## config.mk

```make
export PLATFORM = sky130hd
export DESIGN_NAME = rs_pool
export DESIGN_NICKNAME = d
export VERILOG_FILES = /design/src/rtl/rs_pool_pkg.sv /design/src/rtl/rs_pool_ctrl.sv /design/src/rtl/rs_pool_dp.sv /design/src/rtl/rs_pool.sv
export SDC_FILE = /design/constraint.sdc
export NUM_CORES = 1
export LEC_CHECK = 0
export BUFFER_PORTS_ARGS = -buffer_cell sky130_fd_sc_hd__buf_4
export CORE_MARGIN = 4
export CORE_UTILIZATION = 35
export CTS_CLUSTER_SIZE = 25
export DETAILED_ROUTE_END_ITERATION = 10
export PLACE_DENSITY = 0.52
export SLEW_MARGIN = 0
export SYNTH_ARGS = -nofsm -noshare
export SYNTH_HDL_FRONTEND = slang
export SYNTH_HIERARCHICAL = 1
export SYNTH_SLANG_ARGS = --single-unit
```

## constraint.sdc

```tcl
create_clock -name clk -period 6.7 [get_ports clk]
set_input_delay 0.67 -clock clk [delete_from_list [all_inputs] [get_ports clk]]
set_output_delay 0.67 -clock clk [all_outputs]
set_load 0.02 [all_outputs]
```

## src/rtl/rs_pool_pkg.sv

```systemverilog
package rs_pool_pkg;
  // Width of station indices carried in the strobe bundle (pools up to 15 stations).
  localparam int SLOT_W = 4;

  typedef struct packed {
    logic              doIssue;
    logic [SLOT_W-1:0] issueSlot;
    logic              doDisp;
    logic [SLOT_W-1:0] dispSlot;
  } rsStrobe_t;
endpackage

```

## src/rtl/rs_pool_ctrl.sv

```systemverilog
module rs_pool_ctrl
  import rs_pool_pkg::*;
#(
  parameter int NUM_RS = 3
) (
  input  logic [NUM_RS-1:0] busyVec,
  input  logic [NUM_RS-1:0] readyVec,
  input  logic              issueValid,
  input  logic              dispReady,
  output logic              issueReady,
  output logic              dispValid,
  output rsStrobe_t         strobe
);

  // Lowest index wins: scan from the top so the last hit is the smallest.
  always_comb begin
    strobe     = '0;
    issueReady = 1'b0;
    dispValid  = 1'b0;
    for (int s = NUM_RS - 1; s >= 0; s--) begin
      if (!busyVec[s]) begin
        issueReady       = 1'b1;
        strobe.issueSlot = SLOT_W'(s);
      end
      if (readyVec[s]) begin
        dispValid       = 1'b1;
        strobe.dispSlot = SLOT_W'(s);
      end
    end
    strobe.doIssue = issueValid && issueReady;
    strobe.doDisp  = dispValid && dispReady;
  end

endmodule

```

## src/rtl/rs_pool_dp.sv

```systemverilog
module rs_pool_dp
  import rs_pool_pkg::*;
#(
  parameter int NUM_RS   = 3,
  parameter int NUM_REGS = 8,
  parameter int DATA_W   = 16,
  parameter int OP_W     = 3,
  parameter int IMM_W    = 8,
  parameter int TAG_W    = 2,
  parameter int REG_W    = 3
) (
  input  logic              clk,
  input  logic              rstN,
  input  rsStrobe_t         strobe,
  input  logic [TAG_W-1:0]  issueTag,
  input  logic [OP_W-1:0]   issueOp,
  input  logic [REG_W-1:0]  issueDst,
  input  logic [REG_W-1:0]  issueSrcJ,
  input  logic [REG_W-1:0]  issueSrcK,
  input  logic [IMM_W-1:0]  issueImm,
  input  logic              cdbValid,
  input  logic [TAG_W-1:0]  cdbTag,
  input  logic [DATA_W-1:0] cdbData,
  output logic [NUM_RS-1:0] busyVec,
  output logic [NUM_RS-1:0] readyVec,
  output logic [OP_W-1:0]   dispOp,
  output logic [DATA_W-1:0] dispVj,
  output logic [DATA_W-1:0] dispVk,
  output logic [IMM_W-1:0]  dispImm
);

  logic [NUM_RS-1:0] sentVec;
  logic [OP_W-1:0]   stOp  [NUM_RS];
  logic [DATA_W-1:0] stVj  [NUM_RS];
  logic [DATA_W-1:0] stVk  [NUM_RS];
  logic [TAG_W-1:0]  stQj  [NUM_RS];
  logic [TAG_W-1:0]  stQk  [NUM_RS];
  logic [IMM_W-1:0]  stImm [NUM_RS];
  logic [DATA_W-1:0] regVal [NUM_REGS];
  logic [TAG_W-1:0]  regTag [NUM_REGS];

  logic              cdbHit;
  logic [TAG_W-1:0]  srcTagJ, srcTagK, newQj, newQk;
  logic [DATA_W-1:0] newVj, newVk;

  assign cdbHit = cdbValid && (cdbTag != '0);

  // Source resolution uses the status before this issue renames its destination.
  always_comb begin
    srcTagJ = regTag[issueSrcJ];
    srcTagK = regTag[issueSrcK];
    if (srcTagJ == '0) begin
      newVj = regVal[issueSrcJ]; newQj = '0;
    end else if (cdbHit && srcTagJ == cdbTag) begin
      newVj = cdbData;           newQj = '0;
    end else begin
      newVj = '0;                newQj = srcTagJ;
    end
    if (srcTagK == '0) begin
      newVk = regVal[issueSrcK]; newQk = '0;
    end else if (cdbHit && srcTagK == cdbTag) begin
      newVk = cdbData;           newQk = '0;
    end else begin
      newVk = '0;                newQk = srcTagK;
    end
  end

  always_ff @(posedge clk or negedge rstN) begin
    if (!rstN) begin
      busyVec <= '0;
      sentVec <= '0;
      for (int s = 0; s < NUM_RS; s++) begin
        stOp[s] <= '0; stVj[s] <= '0; stVk[s] <= '0;
        stQj[s] <= '0; stQk[s] <= '0; stImm[s] <= '0;
      end
    end else begin
      for (int s = 0; s < NUM_RS; s++) begin
        if (busyVec[s] && cdbHit) begin
          if (stQj[s] == cdbTag) begin stVj[s] <= cdbData; stQj[s] <= '0; end
          if (stQk[s] == cdbTag) begin stVk[s] <= cdbData; stQk[s] <= '0; end
          if (TAG_W'(s + 1) == cdbTag) begin busyVec[s] <= 1'b0; sentVec[s] <= 1'b0; end
        end
        if (strobe.doDisp && strobe.dispSlot == SLOT_W'(s))
          sentVec[s] <= 1'b1;
        if (strobe.doIssue && strobe.issueSlot == SLOT_W'(s)) begin
          busyVec[s] <= 1'b1;
          sentVec[s] <= 1'b0;
          stOp[s]    <= issueOp;
          stImm[s]   <= issueImm;
          stVj[s]    <= newVj;
          stQj[s]    <= newQj;
          stVk[s]    <= newVk;
          stQk[s]    <= newQk;
        end
      end
    end
  end

  // Register file and status table; a rename in the same cycle overrides the clear.
  always_ff @(posedge clk or negedge rstN) begin
    if (!rstN) begin
      for (int r = 0; r < NUM_REGS; r++) begin
        regVal[r] <= DATA_W'(r);
        regTag[r] <= '0;
      end
    end else begin
      for (int r = 0; r < NUM_REGS; r++) begin
        if (cdbHit && regTag[r] == cdbTag) begin
          regVal[r] <= cdbData;
          regTag[r] <= '0;
        end
        if (strobe.doIssue && issueDst == REG_W'(r))
          regTag[r] <= issueTag;
      end
    end
  end

  for (genvar g = 0; g < NUM_RS; g++) begin : gReady
    assign readyVec[g] = busyVec[g] && !sentVec[g] && (stQj[g] == '0) && (stQk[g] == '0);
  end

  always_comb begin
    dispOp  = '0;
    dispVj  = '0;
    dispVk  = '0;
    dispImm = '0;
    for (int s = 0; s < NUM_RS; s++) begin
      if (strobe.dispSlot == SLOT_W'(s)) begin
        dispOp  = stOp[s];
        dispVj  = stVj[s];
        dispVk  = stVk[s];
        dispImm = stImm[s];
      end
    end
  end

endmodule

```

## src/rtl/rs_pool.sv

```systemverilog
module rs_pool
  import rs_pool_pkg::*;
#(
  parameter int NUM_RS   = 3,
  parameter int NUM_REGS = 8,
  parameter int DATA_W   = 16,
  parameter int OP_W     = 3,
  parameter int IMM_W    = 8,
  localparam int TAG_W   = $clog2(NUM_RS + 1),
  localparam int REG_W   = $clog2(NUM_REGS)
) (
  input  logic              clk,
  input  logic              rstN,
  input  logic              issueValid,
  input  logic [OP_W-1:0]   issueOp,
  input  logic [REG_W-1:0]  issueDst,
  input  logic [REG_W-1:0]  issueSrcJ,
  input  logic [REG_W-1:0]  issueSrcK,
  input  logic [IMM_W-1:0]  issueImm,
  output logic              issueReady,
  output logic [TAG_W-1:0]  issueTag,
  output logic              dispValid,
  input  logic              dispReady,
  output logic [TAG_W-1:0]  dispTag,
  output logic [OP_W-1:0]   dispOp,
  output logic [DATA_W-1:0] dispVj,
  output logic [DATA_W-1:0] dispVk,
  output logic [IMM_W-1:0]  dispImm,
  input  logic              cdbValid,
  input  logic [TAG_W-1:0]  cdbTag,
  input  logic [DATA_W-1:0] cdbData
);

  rsStrobe_t         strobe;
  logic [NUM_RS-1:0] busyVec;
  logic [NUM_RS-1:0] readyVec;

  assign issueTag = TAG_W'(strobe.issueSlot) + TAG_W'(1);
  assign dispTag  = TAG_W'(strobe.dispSlot) + TAG_W'(1);

  rs_pool_ctrl #(.NUM_RS(NUM_RS)) ctrl (
    .busyVec(busyVec), .readyVec(readyVec),
    .issueValid(issueValid), .dispReady(dispReady),
    .issueReady(issueReady), .dispValid(dispValid), .strobe(strobe)
  );

  rs_pool_dp #(
    .NUM_RS(NUM_RS), .NUM_REGS(NUM_REGS), .DATA_W(DATA_W),
    .OP_W(OP_W), .IMM_W(IMM_W), .TAG_W(TAG_W), .REG_W(REG_W)
  ) dp (
    .clk(clk), .rstN(rstN), .strobe(strobe), .issueTag(issueTag),
    .issueOp(issueOp), .issueDst(issueDst), .issueSrcJ(issueSrcJ),
    .issueSrcK(issueSrcK), .issueImm(issueImm),
    .cdbValid(cdbValid), .cdbTag(cdbTag), .cdbData(cdbData),
    .busyVec(busyVec), .readyVec(readyVec),
    .dispOp(dispOp), .dispVj(dispVj), .dispVk(dispVk), .dispImm(dispImm)
  );

endmodule

```

# Yosys cells after proc, flatten, opt, wreduce, memory -nomap -nowiden
# Cells that the tools add are included.
# totals
reg_bits,291
in_bits,43
out_inout_bits,49
# op_classes
n_addsub,2
magnitude_cmp,2
eq_ne,30
n_mux,111
n_bitwise,2
n_reduce_logical,92
# ops
cell,n
$mux 16,32
$bmux 16 s3,2
$mux 2,48
$reduce_bool 2->1,21
$logic_and 1x1->1,39
$eq 2x2->1,16
$mux 8,3
$reduce_and 2->1,12
$mux 1,21
$reduce_bool 3->1,6
$logic_not 2->1,8
$bmux 2 s3,2
$eq 3x3->1 const B,4
$mux 3,3
$ge 4x4->1 const B,2
$logic_not 4->1,2
$not 3->4,2
$eq 3x2->1 const B,2
$add 2x1->2 const B,2
$eq 2x1->1 const B,2
$eq 2x2->1 const A,2
$eq 2x2->1 const B,2
$eq 3x1->1 const B,1
$logic_not 1->1,3
other kinds (2),2

# Longest topological paths before layout
# logic_depth
depth_word,11
ltp_mapped,10

# By module
# The synthesis kept the hierarchy.
# by_module_without_submodules
module,n_inst,cells_each,area_per_inst_um2,seq_area_each_um2
rs_pool_dp,1,1334,15563.7,7297.0
rs_pool_ctrl,1,14,92.6,0.0
rs_pool,1,4,25.0,0.0

# Least setup slack after synthesis
# OpenSTA, ideal clock, no wires.
# synth_path
path_kind,register to output
from,register dp.sentVec[2]
to,output dispImm[0]
arrival_time_ns,2.941
required_ns,6.030
setup_slack_ns,3.089
path_stages_with_launch,8
path_cell_list,dfrtp_1 or4b_2 nor3_1 nor3b_1 nor4b_1 clkbuf_1 a22oi_1 nand2_1
# synth_lines
element,line,rtl
"start, declared",rs_pool_dp.sv:32,logic [NUM_RS-1:0] sentVec;
"start signal, assigned",rs_pool_dp.sv:71,sentVec <= '0;
"start signal, assigned by index",rs_pool_dp.sv:81,if (TAG_W'(s + 1) == cdbTag) begin busyVec[s] <= 1'b0; sentVec[s] <= 1'b0; end
"start signal, assigned by index",rs_pool_dp.sv:84,sentVec[s] <= 1'b1;
"end, declared",rs_pool.sv:28,"output logic [IMM_W-1:0] dispImm,"

==> reports/summary.txt <==
Switching power total: 2.58 mW
Critical path capture point type: output pin
Die W: 220 µm
Area grow syn2layout: 13.9%
Grt ovf: 0
CORE AREA: 44200 µm²
Worst-case clock buffer depth: 3
Final Skew: 0.0171 ns
Most frequent cell after synthesis: dfrtp_1
EDFF count, synth: 0
DRT antenna net count: 0
Sum of net half-perimeters after detailed placement: 30400 µm
GPL Wtd Cong: 0.855
Placed Area: 16800 µm²
Synth cell count leaders: dfrtp_1, nand2_1, mux2_2
RSZ-0062 raised after global routing: false
Final wirelength: 52200 µm
# hold bufs at CTS: 0
HP Class: input pin to async pin
CTS tree: built
Finished Cell Area: 17900 µm²
Buffers on Ports: 91
Actual slew at the worst max-slew pin: 1.31 ns
Global-route wire length before repair: 78200 µm
R2R Path End: dp/stVj[45]
M2 GR Usage: 0.356
Asr flop ratio synth: 1.00
I/O pin cnt: 92
Crit-path cells: or4b_2 > nor3_1 > nor3b_1 > nor4b_2 > buf_4 > a22oi_1 > nand2_1 > buf_4
Total setup buffers inserted after CTS: 0
Share of power burned in registers: 0.418
Cell chosen for the clock root: clkbuf_16
Initial antenna violation count: 0
Final worst slack: 2.08 ns
Crit-path slowest cell: or4b_2
Flop2flop setup slack: 3.01 ns
Yosys cell types: 51
Cell count after synthesis: 1352
Critical path class: register to output pin
Max_cap viols: 0
Power consumption: 7.55 mW
H-Tree Depth: 2
Placement Rows: 77
Biggest area consumer among synthesized cells: dfrtp_1
Hold Slack: 0.187 ns
Synth top area cells: dfrtp_1, mux2_2, mux4_2
Met3 Usage GRT: 0.0314
Total Routing Usage GR: 0.214
Layout cells sized above 1: 0.330
Crit path top cell by count: buf_4
Max stage delay on crit path: 0.69 ns
RR Startpoint: dp/busyVec[0]
Min Clock Period, post-route: 4.62 ns
Ys Warns: 6
WP buf/inv: 2
Worst-case reg-to-reg path depth: 8
Power Dens Cells: 423 nW/µm²
Detailed-route DRC error count: 0
Period utilisation layout: 0.690
Cell family with most CP delay: simple AND/OR/NAND/NOR gates
FMAX: 0.216 GHz
Post-synthesis sequential area ratio: 0.465
Worst-skew pair later-pin latency: 0.52 ns
Final Max Slew Viols: 0
# resized after CTS: 0
Initial DRC Count: 1558
Starting Density: 0.355
LEAKAGE: 7.48 nW
Combinational share of power: 0.346
Peak supply drop: 0.161 mV
Die Height: 220 µm
Vias in the first global route: 12200
Drt wl/cell: 26.1 µm
CP Data Arrival Time: 3.95 ns
Main flop type after synthesis: dfrtp_1
Yosys reg bits: 291
Pre-Repair DR Iteration Count: 6
# setup viols final: 0
Global route hottest layer: met2
CTS Buf Count: 34
Die ar.: 48300 µm²
CP required: 6.03 ns
Vias: 12100
Count of final hold-check violations: 0
Crit Path Max Fanout: 44
# clock sinks: 291
Relative slew slack: 0.124
Fin nets: 1426
Sum of negative setup slack: 0 ns
Reg clk slew, reported paths: 0.06 ns
Worst slack, placed: 2.71 ns
Mapped cell area: 15700 µm²
Top cell type's share of synthesized area: 0.445
Clock power frac: 0.236
Sw frac: 0.342
Internal: 4.97 mW
Vias per cell: 6.04
Post-Syn Area per Cell: 11.6 µm²
Element type at the critical path start: register
GR Layer Usage met1: 0.282
Status: completed
Pin count of the biggest net entering global routing: 113
-- worst max-delay path by stage --
| stage | start | slack (ns) | depth (start not counted) | endpoint |
|---|---|---|---|---|
| global route | dp/busyVec[2] | 1.94 | 8 | dispVk[5] |
| global placement | dp/stQj[1] | 2.75 | 8 | dispVk[5] |
| CTS | dp/stQj[1] | 2.14 | 8 | dispVk[5] |
| finish | dp/sentVec[2] | 2.08 | 8 | dispVk[5] |
| detailed placement | dp/stQj[1] | 2.71 | 8 | dispVk[5] |
| floorplan | dp/sentVec[2] | 3.09 | 7 | dispImm[0] |
-- state kept, by name, indices dropped and copies added, names as in the netlist --
register and flops:
dp/busyVec 3, dp/regTag 16, dp/stVj 48, dp/stImm 24, dp/regVal 128, dp/stQj 6
dp/stVk 48, dp/sentVec 3, dp/stQk 6, dp/stOp 9
-- placed cells by master, fill, tap and decap left out, drive strengths merged, types with 12 or more instances in the layout --
master,n
a22o,12
xnor2,16
buf,112
dfstp,12
nor2,12
dfrtp,279
a22oi,44
clkbuf,49
mux4,72
mux2,175
nor2b,23
nand2,246
nor3,12
and2,38
o21ai,121
a222oi,96
nor3b,13
-- layout make-up --
type	count	area, µm²
multi-input combinational	939	7900
inverter	5	18.8
clock inverter	10	65.1
fill	4188	26400
tap	592	741
antenna	1	2.50
clock buffer	49	988
sequential	291	7300
timing repair buffer	112	848
-- per-layer routing --
layer  part of all wire  vias up
li1                   -     5203
met1               0.41     6219
met2               0.48      525
met3              0.067      127
met4              0.039        0
met5                  0        -
-- power by group through the flow --
stage / Sequential (mW) / Clock, mW / Combinational (mW)
after floorplan: 2.97 / 0 / 1.94
after global placement: 3.14 / 0 / 2.56
after detailed placement: 3.16 / 0 / 2.60
after CTS: 3.14 / 1.82 / 2.61
after global routing: 3.25 / 1.89 / 2.82
final: 3.16 / 1.78 / 2.61
-- through the flow --
step,utilization,instances
floorplan,-,1355
global placement,0.380,1939
detailed placement,0.380,1939
CTS,0.404,1998
global route,0.404,1998
finish,0.404,1999
-- cell families (layout without fill, tap and decap cells) --
logic type,count (synthesis),count (layout),share of synthesized area
AOI/OAI and AO/OA,294,294,0.138
DFF,291,291,0.465
muxes,249,249,0.231
buffers and inverters,125,176,0.0385
other,1,5,0.000239
and+or+nand+nor,372,372,0.115
xor gates and xnor gates,20,20,0.0121
No activity file was read; power rests on OpenSTA's default activity.
